$ cat src/rtl/pio_fifo_pkg.sv
package pio_fifo_pkg;
   typedef enum logic [1:0] {
      RK_NONE  = 2'd0,
      RK_EMPTY = 2'd1,
      RK_ZERO  = 2'd2,
      RK_DATA  = 2'd3
   } rd_kind_t;
endpackage

$ cat src/rtl/pio_fifo_store.sv
module pio_fifo_store #(
   parameter int DEPTH  = 16,
   parameter int DATA_W = 8,
   localparam int AW    = $clog2(DEPTH)
) (
   input  logic              clk,
   input  logic              rst_n,
   input  logic              wr_en,
   input  logic [AW-1:0]     wr_addr,
   input  logic [DATA_W-1:0] wr_data,
   input  logic              ld_en,
   input  logic [DATA_W-1:0] ld_b0,
   input  logic [DATA_W-1:0] ld_b1,
   input  logic [AW-1:0]     rd_addr,
   output logic [DATA_W-1:0] rd_data
);
   logic [DATA_W-1:0] cells [DEPTH];

   for (genvar i = 0; i < DEPTH; i++) begin : g_cell
      logic [DATA_W-1:0] cell_q;
      always_ff @(posedge clk or negedge rst_n) begin
         if (!rst_n)
            cell_q <= '0;
         else if (ld_en && i == 0)
            cell_q <= ld_b0;
         else if (ld_en && i == 1)
            cell_q <= ld_b1;
         else if (!ld_en && wr_en && wr_addr == AW'(i))
            cell_q <= wr_data;
      end
      assign cells[i] = cell_q;
   end

   assign rd_data = cells[rd_addr];
endmodule

$ cat src/rtl/pio_fifo_ctrl.sv
module pio_fifo_ctrl
   import pio_fifo_pkg::*;
#(
   parameter int DEPTH = 16,
   localparam int AW   = $clog2(DEPTH),
   localparam int CW   = AW + 2
) (
   input  logic                 clk,
   input  logic                 rst_n,
   input  logic                 host_wr,
   input  logic                 host_rd,
   input  logic                 cmd_mode,
   input  logic                 phase_do,
   input  logic                 resp_load,
   input  logic                 flush,
   output logic                 fifo_wr,
   output logic                 cap_en,
   output logic [AW-1:0]        wptr,
   output logic [AW-1:0]        rptr,
   output rd_kind_t             rd_kind,
   output logic signed [CW-1:0] count,
   output logic                 overrun
);
   localparam logic signed [CW-1:0] LIMIT    = CW'(DEPTH - 1);
   localparam logic signed [CW-1:0] RESP_CNT = CW'(2);
   localparam logic signed [CW-1:0] ONE      = CW'(1);

   logic rd_go, wr_go, at_limit, ovr_hit, rd_take;
   logic signed [CW-1:0] count_dec;

   assign rd_go     = host_rd && !resp_load;
   assign wr_go     = host_wr && !host_rd && !resp_load;
   assign at_limit  = (count == LIMIT);
   assign fifo_wr   = wr_go && !cmd_mode && !at_limit;
   assign ovr_hit   = wr_go && !cmd_mode && at_limit;
   assign cap_en    = wr_go && cmd_mode;
   assign count_dec = count - ONE;

   always_comb begin
      if (!rd_go)
         rd_kind = RK_NONE;
      else if (count <= 0)
         rd_kind = RK_EMPTY;
      else if (phase_do)
         rd_kind = RK_ZERO;
      else
         rd_kind = RK_DATA;
   end

   assign rd_take = (rd_kind == RK_ZERO) || (rd_kind == RK_DATA);

   always_ff @(posedge clk or negedge rst_n) begin
      if (!rst_n) begin
         wptr  <= '0;
         rptr  <= '0;
         count <= '0;
      end else if (resp_load) begin
         wptr  <= '0;
         rptr  <= '0;
         count <= RESP_CNT;
      end else if (rd_take) begin
         count <= count_dec;
         if (count_dec == 0) begin
            wptr <= '0;
            rptr <= '0;
         end else if (rd_kind == RK_DATA) begin
            rptr <= rptr + AW'(1);
         end
      end else if (fifo_wr) begin
         wptr  <= wptr + AW'(1);
         count <= count + ONE;
      end
   end

   always_ff @(posedge clk or negedge rst_n) begin
      if (!rst_n)
         overrun <= 1'b0;
      else if (flush)
         overrun <= 1'b0;
      else if (ovr_hit)
         overrun <= 1'b1;
   end
endmodule

$ cat src/rtl/pio_cmd_capture.sv
module pio_cmd_capture #(
   parameter int CMD_DEPTH = 16,
   parameter int DATA_W    = 8,
   localparam int CIW      = $clog2(CMD_DEPTH),
   localparam int CLW      = CIW + 1
) (
   input  logic              clk,
   input  logic              rst_n,
   input  logic              cap_en,
   input  logic [DATA_W-1:0] cap_data,
   input  logic              clr,
   input  logic [CIW-1:0]    raddr,
   output logic [DATA_W-1:0] rdata,
   output logic [CLW-1:0]    len
);
   logic [DATA_W-1:0] slots [CMD_DEPTH];
   logic              take;

   assign take = cap_en && !clr && (len < CLW'(CMD_DEPTH));

   for (genvar i = 0; i < CMD_DEPTH; i++) begin : g_slot
      logic [DATA_W-1:0] slot_q;
      always_ff @(posedge clk or negedge rst_n) begin
         if (!rst_n)
            slot_q <= '0;
         else if (take && len[CIW-1:0] == CIW'(i))
            slot_q <= cap_data;
      end
      assign slots[i] = slot_q;
   end

   always_ff @(posedge clk or negedge rst_n) begin
      if (!rst_n)
         len <= '0;
      else if (clr)
         len <= '0;
      else if (take)
         len <= len + CLW'(1);
   end

   assign rdata = slots[raddr];
endmodule

$ cat src/rtl/pio_fifo.sv
module pio_fifo
   import pio_fifo_pkg::*;
#(
   parameter int DEPTH     = 16,
   parameter int CMD_DEPTH = 16,
   parameter int DATA_W    = 8,
   localparam int AW       = $clog2(DEPTH),
   localparam int CW       = AW + 2,
   localparam int CIW      = $clog2(CMD_DEPTH),
   localparam int CLW      = CIW + 1
) (
   input  logic                 clk,
   input  logic                 rst_n,
   input  logic                 host_wr,
   input  logic                 host_rd,
   input  logic [DATA_W-1:0]    host_wdata,
   output logic [DATA_W-1:0]    host_rdata,
   input  logic [1:0]           phase_hi,
   input  logic                 cmd_mode,
   input  logic                 cmd_clr,
   input  logic [CIW-1:0]       cmd_raddr,
   output logic [DATA_W-1:0]    cmd_rdata,
   output logic [CLW-1:0]       cmd_len,
   input  logic                 resp_load,
   input  logic [DATA_W-1:0]    resp_code,
   input  logic                 flush,
   output logic signed [CW-1:0] count,
   output logic                 overrun,
   output logic [DATA_W-1:0]    flags,
   output logic                 irq_req
);
   if (DEPTH < 4 || (DEPTH & (DEPTH - 1)) != 0) begin : g_bad_depth
      $error("pio_fifo: DEPTH must be a power of two, at least 4");
   end
   if (CMD_DEPTH < 2 || (CMD_DEPTH & (CMD_DEPTH - 1)) != 0) begin : g_bad_cmd
      $error("pio_fifo: CMD_DEPTH must be a power of two, at least 2");
   end
   if (DATA_W < 2) begin : g_bad_width
      $error("pio_fifo: DATA_W must hold the flags value 2");
   end

   localparam logic [DATA_W-1:0] RESP_FLAGS = DATA_W'(2);

   logic              fifo_wr, cap_en;
   logic [AW-1:0]     s_wptr, s_rptr;
   logic [DATA_W-1:0] store_q;
   rd_kind_t          rd_kind;

   pio_fifo_ctrl #(.DEPTH(DEPTH)) u_ctrl (
      .clk       (clk),
      .rst_n     (rst_n),
      .host_wr   (host_wr),
      .host_rd   (host_rd),
      .cmd_mode  (cmd_mode),
      .phase_do  (phase_hi == 2'b00),
      .resp_load (resp_load),
      .flush     (flush),
      .fifo_wr   (fifo_wr),
      .cap_en    (cap_en),
      .wptr      (s_wptr),
      .rptr      (s_rptr),
      .rd_kind   (rd_kind),
      .count     (count),
      .overrun   (overrun)
   );

   pio_fifo_store #(.DEPTH(DEPTH), .DATA_W(DATA_W)) u_store (
      .clk     (clk),
      .rst_n   (rst_n),
      .wr_en   (fifo_wr),
      .wr_addr (s_wptr),
      .wr_data (host_wdata),
      .ld_en   (resp_load),
      .ld_b0   (resp_code),
      .ld_b1   ('0),
      .rd_addr (s_rptr),
      .rd_data (store_q)
   );

   pio_cmd_capture #(.CMD_DEPTH(CMD_DEPTH), .DATA_W(DATA_W)) u_cmd (
      .clk      (clk),
      .rst_n    (rst_n),
      .cap_en   (cap_en),
      .cap_data (host_wdata),
      .clr      (cmd_clr),
      .raddr    (cmd_raddr),
      .rdata    (cmd_rdata),
      .len      (cmd_len)
   );

   always_ff @(posedge clk or negedge rst_n) begin
      if (!rst_n) begin
         host_rdata <= '0;
         irq_req    <= 1'b0;
      end else begin
         irq_req <= (rd_kind == RK_DATA) || (rd_kind == RK_ZERO);
         if (rd_kind == RK_DATA)
            host_rdata <= store_q;
         else if (rd_kind == RK_ZERO)
            host_rdata <= '0;
      end
   end

   always_ff @(posedge clk or negedge rst_n) begin
      if (!rst_n)
         flags <= '0;
      else if (resp_load)
         flags <= RESP_FLAGS;
      else if (flush)
         flags <= '0;
   end
endmodule

$ cat config.mk
export PLATFORM = sky130hd
export DESIGN_NAME = pio_fifo
export DESIGN_NICKNAME = d
export VERILOG_FILES = /design/src/rtl/pio_fifo_pkg.sv /design/src/rtl/pio_fifo_store.sv /design/src/rtl/pio_fifo_ctrl.sv /design/src/rtl/pio_cmd_capture.sv /design/src/rtl/pio_fifo.sv
export SDC_FILE = /design/constraint.sdc
export NUM_CORES = 1
export LEC_CHECK = 0
export ABC_CLOCK_PERIOD_IN_PS = 5690
export CAP_MARGIN = 20
export CORE_ASPECT_RATIO = 0.5
export CORE_UTILIZATION = 60
export CTS_CLUSTER_DIAMETER = 40
export DETAILED_ROUTE_END_ITERATION = 12
export PLACE_DENSITY = 0.8
export SYNTH_ARGS = -nofsm -noshare
export SYNTH_HDL_FRONTEND = slang
export SYNTH_SLANG_ARGS = --single-unit
$ cat constraint.sdc
create_clock -name clk -period 5.69 [get_ports clk]
set_input_delay 0.569 -clock clk [delete_from_list [all_inputs] [get_ports clk]]
set_output_delay 0.569 -clock clk [all_outputs]
set_load 0.005 [all_outputs]
* After elaboration in Yosys (flattened, before gate mapping) *
Index checks and enable logic that the tools add are counted.

word-level totals
  bits in registers = 293
  latch bits = 0
  bits in writable memories = 0
  bits in read-only memories = 0
  bits of input ports = 30
  output and inout port bits = 37
  word-level logic and storage cells = 180
  memories = 0

cells by class
  add/subtract/negate cells = 5
  multipliers = 0
  divide/modulo/power cells = 0
  magnitude comparators = 4
  equal/unequal tests = 34
  shifts and indexed selects = 0
  multiplexer cells = 32
  bitwise gates (word level) = 2
  reduce and logical (&&, ||, !) cells = 63

operators with widths
  kind                 number
  $mux 8               12
  $bmux 8 s4           2
  $eq 4x4->1 const B   16
  $logic_and 1x1->1    42
  $eq 4x3->1 const B   8
  $logic_not 32->1     1
  $mux 4               8
  $mux 6               3
  $eq 4x2->1 const B   4
  $reduce_bool 2->1    7
  $ge 5x5->1 const B   2
  $mux 5               2
  $not 4->5            2
  $add 4x1->4 const B  2
  $eq 4x1->1 const B   2
  $logic_not 4->1      2
  $add 6x2->6 const B  1
  $eq 6x5->1 const B   1
  $le 6x1->1 const B   1
  $reduce_bool 3->1    2
  $sub 6x2->6 const B  1
  $add 5x1->5 const B  1
  $logic_not 1->1      5
  $lt 5x5->1 const B   1
  other kinds (7)      12

* Logic depth before layout (Yosys ltp) *
  word-level depth = 9
  gate-level depth with buffers = 8
  depth with buffers taken out = 7

* Hierarchy *
A second synthesis with hierarchy kept.

unflattened totals
  cells, all modules = 948
  area, all modules = 13669.4 sq um

by module, submodules not included
  module           times used  cells an instance  area an instance (sq um)  sequential area each (sq um)
  pio_cmd_capture  1           392                6179.7                    3328.2
  pio_fifo_store   1           421                6073.3                    3203.1
  pio_fifo_ctrl    1           102                997.2                     375.4
  pio_fifo         1           33                 419.2                     250.2

* Worst setup path before layout *
OpenSTA, ideal clock, no wires.

  path kind = input-to-output
  start point = input port cmd_raddr[0]
  end point = output port cmd_rdata[0]
  arrival = 2.358 ns
  slack = 2.763 ns
  stages = 4
  buffers on the path = 2
  path through = clkbuf_1 -> buf_1 -> mux4_2 -> mux4_2

on the way
  word-level cells in the longest chain between the ends = 4

RTL lines
  item                                       line                   source
  start: declaration                         pio_fifo.sv:21         input logic [CIW-1:0] cmd_raddr,
  $not 4->5 (implied by the code)            pio_cmd_capture.sv:41  assign rdata = slots[raddr];
  $bmux 8 s4                                 pio_cmd_capture.sv:41
  $mux 8 (implied by the code) (2 in a row)  pio_cmd_capture.sv:41
  end: declaration                           pio_fifo.sv:22         output logic [DATA_W-1:0] cmd_rdata,

No other way between the ends. The select of a mux whose other input is x is not followed.

* Worst setup path in the final report *
  start point = input port cmd_raddr[0]
  end point = output port cmd_rdata[6]

The elaborated chain is that of the path after synthesis.

==> impl_metrics.csv <==
group,metric,value,unit
global_route,track_usage,0.271,
placed_design,portBuffers,59,
synth,seq_area_frac_synth,0.529,
setup_path,worst_ep_required_time,5120,ps
synth,synth-main-ff-cell,"dfrtp_1",
drt,first_pass_iters,5,
floorplanning,rows,38,
drt,drtIter0Drc,560,
sta,tns,0,ps
synth,syn_avg_cell_area,14.8,sq um
floorplanning,die_x,214,um
drt,routed-via-count,8076,
setup_path,r2r_slack,2800,ps
clock_tree,cts_tree,"yes",
clock_tree,clk_pin_slew,60,ps
floorplanning,coreArea,21900,sq um
hold_path,hp-class,"input pin to asynchronous set/reset pin",
sta,setup_ws,2100,ps
clock_tree,clock-root-buffer,"clkbuf_16",
synth,synthArstFlopShare,1.00,
drt,wl_per_cell,23.8,um
floorplanning,io_pins,67,
layout,num_antenna_cells,0,
drt,final_antenna_net_count,0,
layout,syn2layout_area_growth,13.2,%
run,maxCapViolCount,0,
clock_tree,clkLatencyLatePin,550,ps
clock_tree,cts.sinks,286,
drt,routed_wl,30200,um
setup_path,arrival,3020,ps
clock_tree,hold_buffers,0,
layout,final_area,15300,sq um
drt,drcViolationCount,0,
clock_tree,numCtsBuffers,28,
synth,ys_types,59,
sta,rsz0062_at_grt,"no",
global_route,antenna_found_initial,1,
clock_tree,h-tree-depth,1,
layout,final_nets,990,
drt,viasPerCell,6.37,
pwr,power.leakage,7.15,nW
synth,synthCells,914,
pwr,powerDensity,281,nW/um^2
outcome,outcome,"completed",
sta,fin_crit,3590,ps
global_route,grt_pass1_wl,47600,um
synth,synth-seq-cells,286,
layout,drive_gt1_frac,0.400,
sta,period_share,0.631,
global_route,grt_pass1_vias,8135,
sta,finalMaxSlewViolations,0,
setup_path,start_kind,"input pin",
clock_tree,clock_path_buffers,3,
synth,netlist_area,13500,sq um
sta,hold_viol_final,0,
setup_path,criticalPathCategory,"input pin to primary output",
setup_path,crit_path_end_kind,"primary output",
layout,fill_cells,1453,
pwr,total_power,0.00431,W
synth,synth_edf_count,0,
placed_design,dpl-instance-area,14300,sq um
sta,tightest_slew,1150,ps
placed_design,place_ws,2020,ps
pwr,peakVddDrop,0.000231,V
sta,relSlewSlack,0.236,
global_route,grt_max_degree,191,
floorplanning,fp.dieH,108,um
floorplanning,initial_core_util,0.618,
sta,whs,29.7,ps
synth,yosys_warnings,0,
sta,fmax,0.279,GHz
clock_tree,cts_setup_buffers,0,
placed_design,gp_congestion,0.873,
floorplanning,dieArea,23200,sq um
global_route,overflow,0,
sta,fin_skew,17.2,ps
placed_design,dp_hpwl,18900,um
clock_tree,cts_resized,0,
setup_path,worst-path-max-fanout,20,
sta,setup_violations,0,
==> metal layers <==
| metal | track usage | share of wire | vias to the layer above |
|---|---|---|---|
| met3 | 0.0529 | 0.062 | 46 |
| li1 | - | - | 3468 |
| met5 | 0 | 0 | - |
| met4 | 0.0663 | 0.020 | 0 |
| met2 | 0.429 | 0.47 | 260 |
| met1 | 0.393 | 0.44 | 4302 |
==> path summary, 6_finish.rpt <==
kind	startpoint	endpoint	cells past startpoint
worst max-delay path	cmd_raddr[0]	cmd_rdata[6]	5
worst min-delay path	rst_n	u_store.g_cell[7].cell_q[5]	1
worst max register to register	u_ctrl.count[0]	u_store.g_cell[8].cell_q[2]	5
worst min register to register	u_cmd.g_slot[4].slot_q[4]	u_cmd.g_slot[4].slot_q[4]	1
max in group asynchronous	rst_n	u_cmd.len[2]	2
min in group clk	u_cmd.g_slot[4].slot_q[4]	u_cmd.g_slot[4].slot_q[4]	1
==> area by class of cell <==
type / instances / area (sq um) / share of cell area
clock buffer: 41 / 821 / 0.0536
clock inverter: 10 / 106 / 0.00695
multi-input combinational: 547 / 6020 / 0.393
inverter: 12 / 45.0 / 0.00294
sequential: 286 / 7160 / 0.468
timing repair buffer: 72 / 788 / 0.0515
tap: 300 / 375 / 0.0245
==> flip-flops by register name, summed over array words and instances, names as in the netlist <==
| name | count |
|---|---|
| host_rdata | 8 |
| irq_req | 1 |
| u_cmd.g_slot.slot_q | 128 |
| u_cmd.len | 5 |
| u_ctrl.wptr | 4 |
| u_ctrl.overrun | 1 |
| u_ctrl.rptr | 4 |
| u_store.g_cell.cell_q | 128 |
| u_ctrl.count | 6 |
| flags | 1 |
==> cells in the final DEF, fill, tap and decap left out, types with 9 or more instances in the layout <==
cell type        count
nor2_1              21
mux2i_1             35
ha_1                13
o21ai_0             13
nand2_1             45
mux2_2             236
nand3_1              9
inv_1               12
clkdlybuf4s50_1     57
dfrtp_1            284
clkbuf_16           29
mux4_2              72
==> cells in the mapped netlist (3+ instances only) <==
library cell	count	area [sq um]
a211oi_1	4	30.0
a21oi_1	3	15.0
and4b_1	5	50.1
buf_1	9	33.8
buf_2	7	35.0
buf_4	7	52.6
clkbuf_1	50	188
dfrtp_1	286	7160
ha_1	13	163
inv_1	12	45.0
mux2_1	5	56.3
mux2_2	236	2660
mux2i_1	35	350
mux4_2	72	1620
nand2_1	45	169
nand2b_1	4	25.0
nand3_1	9	45.0
nand4_1	7	43.8
nor2_1	21	78.8
nor3_1	7	35.0
nor3_4	3	48.8
o21ai_0	13	65.1
o221ai_1	8	70.1
xnor2_1	6	52.6
==> critical path: stages <==
cell	delay (ps)
buf_2	540
buf_4	400
mux4_2	540
mux4_2	490
clkdlybuf4s50_1	470
==> per-stage QoR <==
| step | utilization | instances |
|---|---|---|
| 6_report | 0.700 | 1268 |
| 5_1_grt | 0.700 | 1268 |
| 4_1_cts | 0.696 | 1265 |
| 3_5_place_dp | 0.654 | 1214 |
| 3_3_place_gp | 0.652 | 1212 |
| 2_1_floorplan | - | 920 |
==> power by group <==
part           internal (W)  leakage, nW  total (W)  switching [W]
clock network       0.00105        0.453    0.00184       0.000784
registers           0.00208         3.95    0.00213      0.0000508
logic              0.000158         2.75   0.000340       0.000182
total               0.00329         7.15    0.00431        0.00102
==> logic make-up after synthesis <==
logic type	count (synthesis)	synth area share
AO/OA/AOI/OAI	48	0.0278
XOR/XNOR	8	0.00518
adder cells (fa/ha/maj)	13	0.0120
buffers and inverters	87	0.0278
flip-flops	286	0.529
multiplexers	348	0.346
other	1	0.000277
AND/OR/NAND/NOR	123	0.0513
Note: power is estimated with default switching activity, not from simulation.
